## src/rtl/hsem_pkg.sv

```systemverilog
package hsem_pkg;
    timeunit 1ns;
    timeprecision 1ps;

    localparam int unsigned WORD_W     = 32;
    localparam int unsigned OWNER_W    = 4;
    localparam int unsigned SLOT_IDX_W = 8;
    localparam int unsigned KEY_W      = 16;

    localparam logic [7:0] OFS_CTRL   = 8'h00;
    localparam logic [7:0] OFS_SLOT0  = 8'h08;
    localparam logic [7:0] OFS_CLRALL = 8'h90;
    localparam logic [7:0] OFS_EVENTS = 8'h94;

    localparam logic [KEY_W-1:0] CLRALL_KEY = '1;

    typedef enum logic [2:0] {
        RK_NONE,
        RK_CTRL,
        RK_SLOT,
        RK_CLRALL,
        RK_EVENTS
    } reg_kind_e;

    typedef struct packed {
        reg_kind_e             kind;
        logic [SLOT_IDX_W-1:0] slot;
    } reg_sel_t;

    typedef struct packed {
        logic               hit;
        logic [OWNER_W-1:0] id;
    } claim_req_t;

    function automatic logic [WORD_W-1:0] owner_word(input logic [OWNER_W-1:0] id);
        return {{(WORD_W-OWNER_W){1'b0}}, id};
    endfunction
endpackage

```

## src/rtl/hsem_decode.sv

```systemverilog
module hsem_decode
    import hsem_pkg::*;
#(
    parameter int unsigned ADDR_W    = 8,
    parameter int unsigned NUM_SLOTS = 32
) (
    input  logic [ADDR_W-1:0] addr,
    output reg_sel_t          sel
);
    timeunit 1ns;
    timeprecision 1ps;

    localparam int unsigned SPAN = 4 * NUM_SLOTS;

    logic [ADDR_W-1:0] rel;

    always_comb begin
        sel.kind = RK_NONE;
        sel.slot = '0;
        rel      = addr - ADDR_W'(OFS_SLOT0);
        if (addr[1:0] == 2'b00) begin
            if (addr == ADDR_W'(OFS_CTRL)) begin
                sel.kind = RK_CTRL;
            end else if (addr == ADDR_W'(OFS_CLRALL)) begin
                sel.kind = RK_CLRALL;
            end else if (addr == ADDR_W'(OFS_EVENTS)) begin
                sel.kind = RK_EVENTS;
            end else if (addr >= ADDR_W'(OFS_SLOT0) && rel < ADDR_W'(SPAN)) begin
                sel.kind = RK_SLOT;
                sel.slot = SLOT_IDX_W'(rel >> 2);
            end
        end
    end

    // a slot hit only ever names an existing semaphore
    always_comb begin
        if (sel.kind == RK_SLOT) begin
            assert (sel.slot < SLOT_IDX_W'(NUM_SLOTS))
                else $error("slot index out of range");
        end
    end
endmodule

```

## src/rtl/hsem_slot.sv

```systemverilog
module hsem_slot
    import hsem_pkg::*;
#(
    parameter int unsigned NUM_PORTS = 2
) (
    input  logic                         clk,
    input  logic                         rst,
    input  logic [NUM_PORTS-1:0]         wr_hit,
    input  logic [NUM_PORTS*OWNER_W-1:0] wr_id,
    output logic [OWNER_W-1:0]           owner,
    output logic                         released
);
    timeunit 1ns;
    timeprecision 1ps;

    claim_req_t         win;
    logic [OWNER_W-1:0] owner_q;

    // lowest port index is visited last and therefore wins
    always_comb begin
        win = '0;
        for (int p = NUM_PORTS - 1; p >= 0; p--) begin
            if (wr_hit[p]) begin
                win.hit = 1'b1;
                win.id  = wr_id[p*OWNER_W +: OWNER_W];
            end
        end
    end

    always_ff @(posedge clk) begin
        if (rst) begin
            owner_q <= '0;
        end else if (win.hit) begin
            if (win.id == '0) begin
                owner_q <= '0;
            end else if (owner_q == '0) begin
                owner_q <= win.id;
            end
        end
    end

    assign owner    = owner_q;
    assign released = win.hit && (win.id == '0) && (owner_q != '0);

    p_claim_free_r2: assert property (@(posedge clk) disable iff (rst)
        (owner_q == '0 && win.hit && win.id != '0) |=> owner_q == $past(win.id));

    p_held_kept_r3: assert property (@(posedge clk) disable iff (rst)
        (owner_q != '0 && win.hit && win.id != '0) |=> $stable(owner_q));

    p_release_r4: assert property (@(posedge clk) disable iff (rst)
        (win.hit && win.id == '0) |=> owner_q == '0);

    p_no_write_hold_r5: assert property (@(posedge clk) disable iff (rst)
        !win.hit |=> $stable(owner_q));
endmodule

```

## src/rtl/hsem_glob.sv

```systemverilog
module hsem_glob
    import hsem_pkg::*;
#(
    parameter int unsigned NUM_PORTS = 2,
    parameter int unsigned NUM_SLOTS = 32
) (
    input  logic                 clk,
    input  logic                 rst,
    input  logic [NUM_PORTS-1:0] ctrl_hit,
    input  logic [NUM_PORTS-1:0] ctrl_bit,
    input  logic [NUM_PORTS-1:0] clr_hit,
    input  logic [NUM_SLOTS-1:0] rel_evt,
    output logic                 ctrl,
    output logic [NUM_SLOTS-1:0] events
);
    timeunit 1ns;
    timeprecision 1ps;

    logic                 ctrl_q;
    logic                 ctrl_nx;
    logic                 ctrl_we;
    logic [NUM_SLOTS-1:0] events_q;

    always_comb begin
        ctrl_we = 1'b0;
        ctrl_nx = ctrl_q;
        for (int p = NUM_PORTS - 1; p >= 0; p--) begin
            if (ctrl_hit[p]) begin
                ctrl_we = 1'b1;
                ctrl_nx = ctrl_bit[p];
            end
        end
    end

    always_ff @(posedge clk) begin
        if (rst) begin
            ctrl_q <= 1'b0;
        end else if (ctrl_we) begin
            ctrl_q <= ctrl_nx;
        end
    end

    // a fresh release outranks a clear-all in the same cycle
    always_ff @(posedge clk) begin
        if (rst) begin
            events_q <= '0;
        end else if (|clr_hit) begin
            events_q <= rel_evt;
        end else begin
            events_q <= events_q | rel_evt;
        end
    end

    assign ctrl   = ctrl_q;
    assign events = events_q;

    p_ctrl_hold_r6: assert property (@(posedge clk) disable iff (rst)
        !(|ctrl_hit) |=> $stable(ctrl_q));

    p_clear_all_r7: assert property (@(posedge clk) disable iff (rst)
        (|clr_hit && !(|rel_evt)) |=> events_q == '0);

    p_event_sticky_r8: assert property (@(posedge clk) disable iff (rst)
        (|rel_evt) |=> ((events_q & $past(rel_evt)) == $past(rel_evt)));

    p_event_keep_r8: assert property (@(posedge clk) disable iff (rst)
        !(|clr_hit) |=> ((events_q & $past(events_q)) == $past(events_q)));
endmodule

```

## src/rtl/hsem_bank.sv

```systemverilog
module hsem_bank
    import hsem_pkg::*;
#(
    parameter int unsigned NUM_PORTS = 2,
    parameter int unsigned NUM_SLOTS = 32,
    parameter int unsigned ADDR_W    = 8
) (
    input  logic                        clk,
    input  logic                        rst,
    input  logic [NUM_PORTS*ADDR_W-1:0] bus_addr,
    input  logic [NUM_PORTS*32-1:0]     bus_wdata,
    input  logic [NUM_PORTS-1:0]        bus_we,
    input  logic [NUM_PORTS-1:0]        bus_re,
    output logic [NUM_PORTS*32-1:0]     bus_rdata
);
    timeunit 1ns;
    timeprecision 1ps;

    localparam int unsigned SIDX_W = $clog2(NUM_SLOTS);

    reg_sel_t                     sel [NUM_PORTS];
    logic [NUM_PORTS*OWNER_W-1:0] all_ids;
    logic [NUM_PORTS-1:0]         ctrl_hit;
    logic [NUM_PORTS-1:0]         ctrl_bit;
    logic [NUM_PORTS-1:0]         clr_hit;
    logic [OWNER_W-1:0]           owner [NUM_SLOTS];
    logic [NUM_SLOTS-1:0]         rel_evt;
    logic                         ctrl_q;
    logic [NUM_SLOTS-1:0]         events_q;
    logic [WORD_W-1:0]            rword [NUM_PORTS];
    logic [WORD_W-1:0]            rdata_q [NUM_PORTS];
    logic                         unused_wd;

    assign unused_wd = ^bus_wdata;

    for (genvar p = 0; p < NUM_PORTS; p++) begin : g_port
        hsem_decode #(
            .ADDR_W   (ADDR_W),
            .NUM_SLOTS(NUM_SLOTS)
        ) u_dec (
            .addr(bus_addr[p*ADDR_W +: ADDR_W]),
            .sel (sel[p])
        );

        assign all_ids[p*OWNER_W +: OWNER_W] = bus_wdata[p*WORD_W +: OWNER_W];
        assign ctrl_hit[p] = bus_we[p] && (sel[p].kind == RK_CTRL);
        assign ctrl_bit[p] = bus_wdata[p*WORD_W];
        assign clr_hit[p]  = bus_we[p] && (sel[p].kind == RK_CLRALL)
                          && (bus_wdata[p*WORD_W +: KEY_W] == CLRALL_KEY);

        always_comb begin
            case (sel[p].kind)
                RK_CTRL:   rword[p] = WORD_W'(ctrl_q);
                RK_SLOT:   rword[p] = owner_word(owner[sel[p].slot[SIDX_W-1:0]]);
                RK_EVENTS: rword[p] = WORD_W'(events_q);
                default:   rword[p] = '0;
            endcase
        end

        always_ff @(posedge clk) begin
            if (rst) begin
                rdata_q[p] <= '0;
            end else if (bus_re[p]) begin
                rdata_q[p] <= rword[p];
            end else begin
                rdata_q[p] <= '0;
            end
        end

        assign bus_rdata[p*WORD_W +: WORD_W] = rdata_q[p];

        p_unmapped_zero_r9: assert property (@(posedge clk) disable iff (rst)
            (bus_re[p] && sel[p].kind == RK_NONE) |=> bus_rdata[p*WORD_W +: WORD_W] == '0);

        p_idle_zero_r10: assert property (@(posedge clk) disable iff (rst)
            !bus_re[p] |=> bus_rdata[p*WORD_W +: WORD_W] == '0);

        p_slot_high_zero_r2: assert property (@(posedge clk) disable iff (rst)
            (bus_re[p] && sel[p].kind == RK_SLOT)
            |=> bus_rdata[p*WORD_W + OWNER_W +: WORD_W - OWNER_W] == '0);
    end

    for (genvar s = 0; s < NUM_SLOTS; s++) begin : g_slot
        logic [NUM_PORTS-1:0] hit;

        for (genvar p = 0; p < NUM_PORTS; p++) begin : g_hit
            assign hit[p] = bus_we[p] && (sel[p].kind == RK_SLOT)
                         && (sel[p].slot == SLOT_IDX_W'(s));
        end

        hsem_slot #(
            .NUM_PORTS(NUM_PORTS)
        ) u_slot (
            .clk     (clk),
            .rst     (rst),
            .wr_hit  (hit),
            .wr_id   (all_ids),
            .owner   (owner[s]),
            .released(rel_evt[s])
        );
    end

    hsem_glob #(
        .NUM_PORTS(NUM_PORTS),
        .NUM_SLOTS(NUM_SLOTS)
    ) u_glob (
        .clk     (clk),
        .rst     (rst),
        .ctrl_hit(ctrl_hit),
        .ctrl_bit(ctrl_bit),
        .clr_hit (clr_hit),
        .rel_evt (rel_evt),
        .ctrl    (ctrl_q),
        .events  (events_q)
    );
endmodule

```

## config.mk

```make
export PLATFORM = sky130hd
export DESIGN_NAME = hsem_bank
export DESIGN_NICKNAME = d
export VERILOG_FILES = /design/src/rtl/hsem_pkg.sv /design/src/rtl/hsem_decode.sv /design/src/rtl/hsem_slot.sv /design/src/rtl/hsem_glob.sv /design/src/rtl/hsem_bank.sv
export SDC_FILE = /design/constraint.sdc
export NUM_CORES = 1
export LEC_CHECK = 0
export BUFFER_PORTS_ARGS = -buffer_cell sky130_fd_sc_hd__buf_2
export CORE_MARGIN = 2
export CORE_UTILIZATION = 42
export DETAILED_ROUTE_END_ITERATION = 10
export GPL_TIMING_DRIVEN = 0
export SLEW_MARGIN = 20
export SYNTH_ARGS = -nofsm -noshare
export SYNTH_HDL_FRONTEND = slang
export SYNTH_HIERARCHICAL = 1
export SYNTH_SLANG_ARGS = --single-unit
```

## constraint.sdc

```tcl
create_clock -name clk -period 4.4 [get_ports clk]
set_input_delay 0.66 -clock clk [delete_from_list [all_inputs] [get_ports clk]]
set_output_delay 0.66 -clock clk [all_outputs]
set_load 0.02 [all_outputs]
```

* After elaboration in Yosys (flattened, before gate mapping)
Memories as Yosys holds them, arrays and structs flattened. Index checks and enable logic that the tools add are counted.
Operators by class: $add $sub $neg 2, magnitude comparators 6, eq/ne operators 76, muxes and demuxes 175, bitwise gates (word level) 7, reductions and logical operators 307
Operator list (count):
- 5-bit 2-to-1 mux | 64
- 4-bit 2-to-1 mux | 68
- 8-bit by 5-bit equality test with 1-bit output (second input constant) | 32
- 4-bit zero test | 64
- 32-bit case mux with 3 select lines | 2
- 32-bit 2-to-1 mux | 5
- 1-bit logical AND | 138
- 8-bit by 4-bit equality test with 1-bit output (second input constant) | 16
- 4-bit nonzero test | 32
- 2-bit AND reduction | 33
- 2-bit nonzero test | 33
- 8-bit by 3-bit equality test with 1-bit output (second input constant) | 8
- 8-bit 2-to-1 mux | 6
- 4-bit binary-select mux with 5-bit select | 2
- 16-bit equality test (second input constant) | 2
- 8-bit by 2-bit equality test with 1-bit output (second input constant) | 4
- 8-bit equality test (second input constant) | 4
- 8-bit zero test | 4
- 32-bit bitwise OR | 1
- 11-bit 2-to-1 mux | 2
- 10-bit 2-to-1 mux | 2
- 1-bit 2-to-1 mux | 18
- 3-bit 2-to-1 mux | 6
- 8-bit by 1-bit equality test with 1-bit output (second input constant) | 2
- other kinds (11) | 25
Storage, ports and cells: bits in registers 161, bits in writable memories 64, input port bits 86, output and inout bits 64, logic and storage cells 608, memories 1
Memories:
- rdata_q | depth 2, bits a word 32, rd ports 2, clocked after Yosys merged registers in 0, write ports 2, RTL line hsem_bank.sv:31 | logic [WORD_W-1:0] rdata_q [NUM_PORTS];

* Logic depth before layout (Yosys ltp)
depth in word-level cells 18, mapped depth 18, mapped depth without buffers 14

* By module
The synthesis kept the hierarchy.
Modules (own cells, without submodules):
- hsem_slot | times used 32, cells an instance 30, area an instance 272.8 um^2, seq. area each 80.1 um^2
- hsem_bank | times used 1, cells an instance 469, area an instance 5322.6 um^2, seq. area each 1921.8 um^2
- hsem_glob | times used 1, cells an instance 143, area an instance 1293.7 um^2, seq. area each 660.6 um^2
- hsem_decode | times used 2, cells an instance 38, area an instance 284.0 um^2, seq. area each 0.0 um^2

* Least setup slack after synthesis
No wires, ideal clock.
kind in2reg, from input port bus_addr[11], to register g_slot[15].u_slot.owner_q[0], library setup time 0.117 ns, data arrival time 3.565 ns, required time 4.283 ns, setup slack 0.718 ns, cell stages on the path 13, buffers on the path 3, cells stage by stage inv_1 -> ha_1 -> buf_2 -> xor2_1 -> o21ai_2 -> a2111oi_1 -> buf_2 -> buf_2 -> nand3_1 -> nor2_1 -> nor2b_1 -> a221oi_2 -> a22o_1
RTL lines:
- start: declaration | RTL line hsem_bank.sv:10 | input logic [NUM_PORTS*ADDR_W-1:0] bus_addr,
- end signal: assignment | RTL line hsem_slot.sv:37 | owner_q <= win.id;
- end: declaration | RTL line hsem_slot.sv:17 | logic [OWNER_W-1:0] owner_q;

==> results by group <==
Global route
  • Total grt overflow: 0
  • Initial antenna violation count: 0
  • Vias in the first global route: ~13000
  • GRT Resource Usage Total: a little over a quarter
  • Largest net degree at the start of global routing: 45
  • First-pass GRT wire length: between 80000 and 90000 um

Timing
  • Fmax: 0.236 GHz
  • Hold slack: between 0.5 and 0.6 ns
  • TNS Setup: 0 ns
  • Worst rel slew slack: a little over a third
  • Slew Limit Fails: 0
  • RSZ-0062 raised after global routing: true
  • Slew of the pin with the lowest slew margin: 0.937 ns
  • Final Hold Vio Count: 0
  • Period utilization: between 90% and 100%
  • Worst clock skew: between 0.015 and 0.02 ns
  • Min cycle time layout: between 4 and 5 ns
  • Worst setup margin: 0.170 ns
  • Setup Viol. Count Final: 0

Detailed routing
  • Average vias per placed instance: 5.77
  • Post-Route WL: 52500 um
  • WL/cell: approximately 22 um
  • Routed via count: approximately 14000
  • 1st-iter DRT viols: around 1100
  • Drt pass-1 iters: 7
  • Drt drc: 0
  • Detail Route Antenna Nets: 0

Logic synthesis
  • Async SR Flop Fraction: 0%
  • Synth warnings: 6
  • Post-synth top cells: 297 x nand2_1, 161 x dfxtp_1, 132 x o21ai_0
  • Cell area after synthesis: 0.0159 mm2
  • Post-synth EDFFs: 64
  • Seq/Total Area, Yosys: 32.3%
  • Ys flop type: dfxtp_1
  • Yosys top cell area share: roughly 20%
  • Most area-consuming cells after synthesis: dfxtp_1 20%, edfxtp_1 12%, nand2_1 7.0%
  • Syn avg cell area: a little under 10 um2
  • Yosys top cell by area: dfxtp_1
  • Most numerous cell in the Yosys netlist: nand2_1
  • Synth Register Bits: 225
  • Netlist cell types: between 60 and 70
  • Cells after Synth: roughly 1600

Clock network
  • Root Driver: clkbuf_16
  • Hold buffer count at CTS: 0
  • TritonCTS clock tree: done
  • Clk Latency, worst-skew pair: between 0.5 and 0.6 ns
  • Clk slew on worst S/H paths: approximately 0.060 ns
  • Htree depth: 1
  • Clock sink total: between 200 and 250
  • CTS Buffer Depth: 3
  • CTS buffer count: 27

Worst hold path
  • Min-Delay Path Class: register to register
  • Hold path endpoint: g_slot[4].u_slot/owner[3]
  • HP Start: g_slot[4].u_slot/owner[3]
  • Hold depth: 1

Worst setup path
  • RR Endpoint: rdata_q[1][0]
  • CP max FO: 10
  • Flop-to-flop setup slack: about 2.4 ns
  • Critical path type: primary input to register
  • Reg2reg path depth: 4
  • Critical path's slowest cell: a2111oi_2
  • Startpoint class of the critical path: primary input
  • Largest stage delay, worst path: ~0.64 ns
  • Critical Path RT: ~4.9 ns
  • Crit end category: register
  • Critical Path AT: 4.71 ns
  • CP cell instances: buf_2 > inv_1 > ha_1 > buf_2 > xor2_1 > o21ai_2 > a2111oi_2 > buf_6 > buf_6 > buf_2 > nor3_1 > nand2_2 > nor2_1 > buf_6 > nor4_4 > a22oi_1 > nor2_1 > inv_1 > a21oi_1
  • Critical R2R Launch: g_slot[16].u_slot/owner[0]

Cells and area
  • Post-Layout Inst Area: between 0.015 and 0.02 mm2
  • Nets@finish: 1962
  • Area Overhead vs Synth: 18.2%
  • Filler cells: roughly 3500
  • Share of post-route cells with drive strength above 1: between 20% and 30%
  • ANT cells: 0

Die
  • Full die area: 0.0395 mm2
  • Die height: just under 200 um
  • Core region area: roughly 0.037 mm2
  • Die Wd: between 150 and 200 um
  • I/O pin cnt: 150
  • Initial Util: between 40% and 50%
  • # rows: between 70 and 80

Place
  • DP Area: roughly 0.018 mm2
  • Port bufs: roughly 120
  • Final GP Congestion: 0.962
  • Hpwl dp: about 38000 um
  • Pre-CTS setup slack: -1.06 ns

Power and ir drop
  • Worst vdd ir: 223 uV
  • Pwr per Cell Area: approximately 270 mW/mm2
  • Pwr Total: 0.00508 W
  • Lkg Pwr: ~6.5 nW

Run status
  • Outcome: completed

Job
  • Max Cap Violations: 0
## report_power, final
| group | internal, W | total (W) | switching (W) | leakage [nW] |
|---|---|---|---|---|
| registers | 0.00215 | 0.00215 | 0.00000509 | 1.96 |
| clock network | 0.00148 | 0.00240 | 0.000919 | 0.454 |
| logic | 0.000152 | 0.000529 | 0.000377 | 4.07 |
## placed cells by master (no fill, tap or decap), drive strengths merged, types with 38 or more instances in the layout
master,instances
nand2,297
buf,199
dfxtp,161
o21ai,134
a22o,128
nor2,111
inv,73
conb,70
nor4,67
edfxtp,64
and2,58
clkbuf,53
mux4,48
a21oi,40
nor2b,39
nor4b,38
## worst max path at each step
stage                                  to  slack [ns]         start  depth (start not counted)
3_3_place_gp            u_glob/events[11]       -1.02  bus_addr[12]                         16
4_1_cts                 u_glob/events[10]        0.06  bus_addr[12]                         17
5_1_grt                 u_glob/events[10]       -0.06  bus_addr[11]                         17
3_5_place_dp             u_glob/events[7]       -1.06   bus_addr[3]                         18
6_report                 u_glob/events[4]        0.17   bus_addr[3]                         19
2_1_floorplan  g_slot[15].u_slot/owner[0]        0.72  bus_addr[11]                         13
## timing repair
action,CTS,global route
endpoints found under the setup margin,119,94
resized for setup,7,15
cloned,0,0
buffers inserted,4,0
pin swaps,2,0
## sequential cells by signal, indices dropped and copies added (netlist names)
register,flops
rdata_q,64
g_slot.u_slot/owner,128
u_glob/ctrl,1
u_glob/events,32
## stage by stage
stage,std cells,utilization (%)
final,2406,50.2
after global routing,2406,50.2
after CTS,2406,49.9
after detailed placement,2352,47.2
after global placement,2341,46.4
after floorplan,1715,-
## worst max-delay path, delay by kind of cell
kind | cells | cell delay (ns)
adder cells (fa/ha/maj) | 1 | 0.19
XOR/XNOR | 1 | 0.19
AND/OR/NAND/NOR | 5 | 1.17
buffers and inverters | 8 | 1.43
AO/OA/AOI/OAI | 4 | 1.04
## layout make-up
type | count | area, um2 | area share (%)
multi-input cells | 1329 | 10200 | 54.3
flip-flops and latches | 225 | 5140 | 27.4
repair buffers | 130 | 903 | 4.80
plain buffers | 89 | 703 | 3.74
clock buffers | 33 | 698 | 3.71
well taps | 511 | 639 | 3.40
inverters | 72 | 270 | 1.44
clock inverters | 17 | 244 | 1.30
## metal layers
layer	up-vias	track usage, %	wire [um]
li1	6572	-	-
met1	6654	36.1	23000
met2	550	43.4	24100
met3	105	3.49	3590
met4	0	9.87	1760
met5	-	0	0
## kinds of logic (layout without fill, tap and decap cells)
group                      count (synthesis)  after routing  share of synthesized area (%)
adders and majority gates                  2              2                          0.157
buffers and inverters                    161            341                           6.09
other                                      3             70                         0.0708
muxes                                     99             99                           10.8
DFF                                      225            225                           32.3
and+or+nand+nor                          733            733                           30.0
xor gates and xnor gates                   6              6                          0.330
AOI/OAI and AO/OA                        419            419                           20.3
No activity file was read; power rests on OpenSTA's default activity.
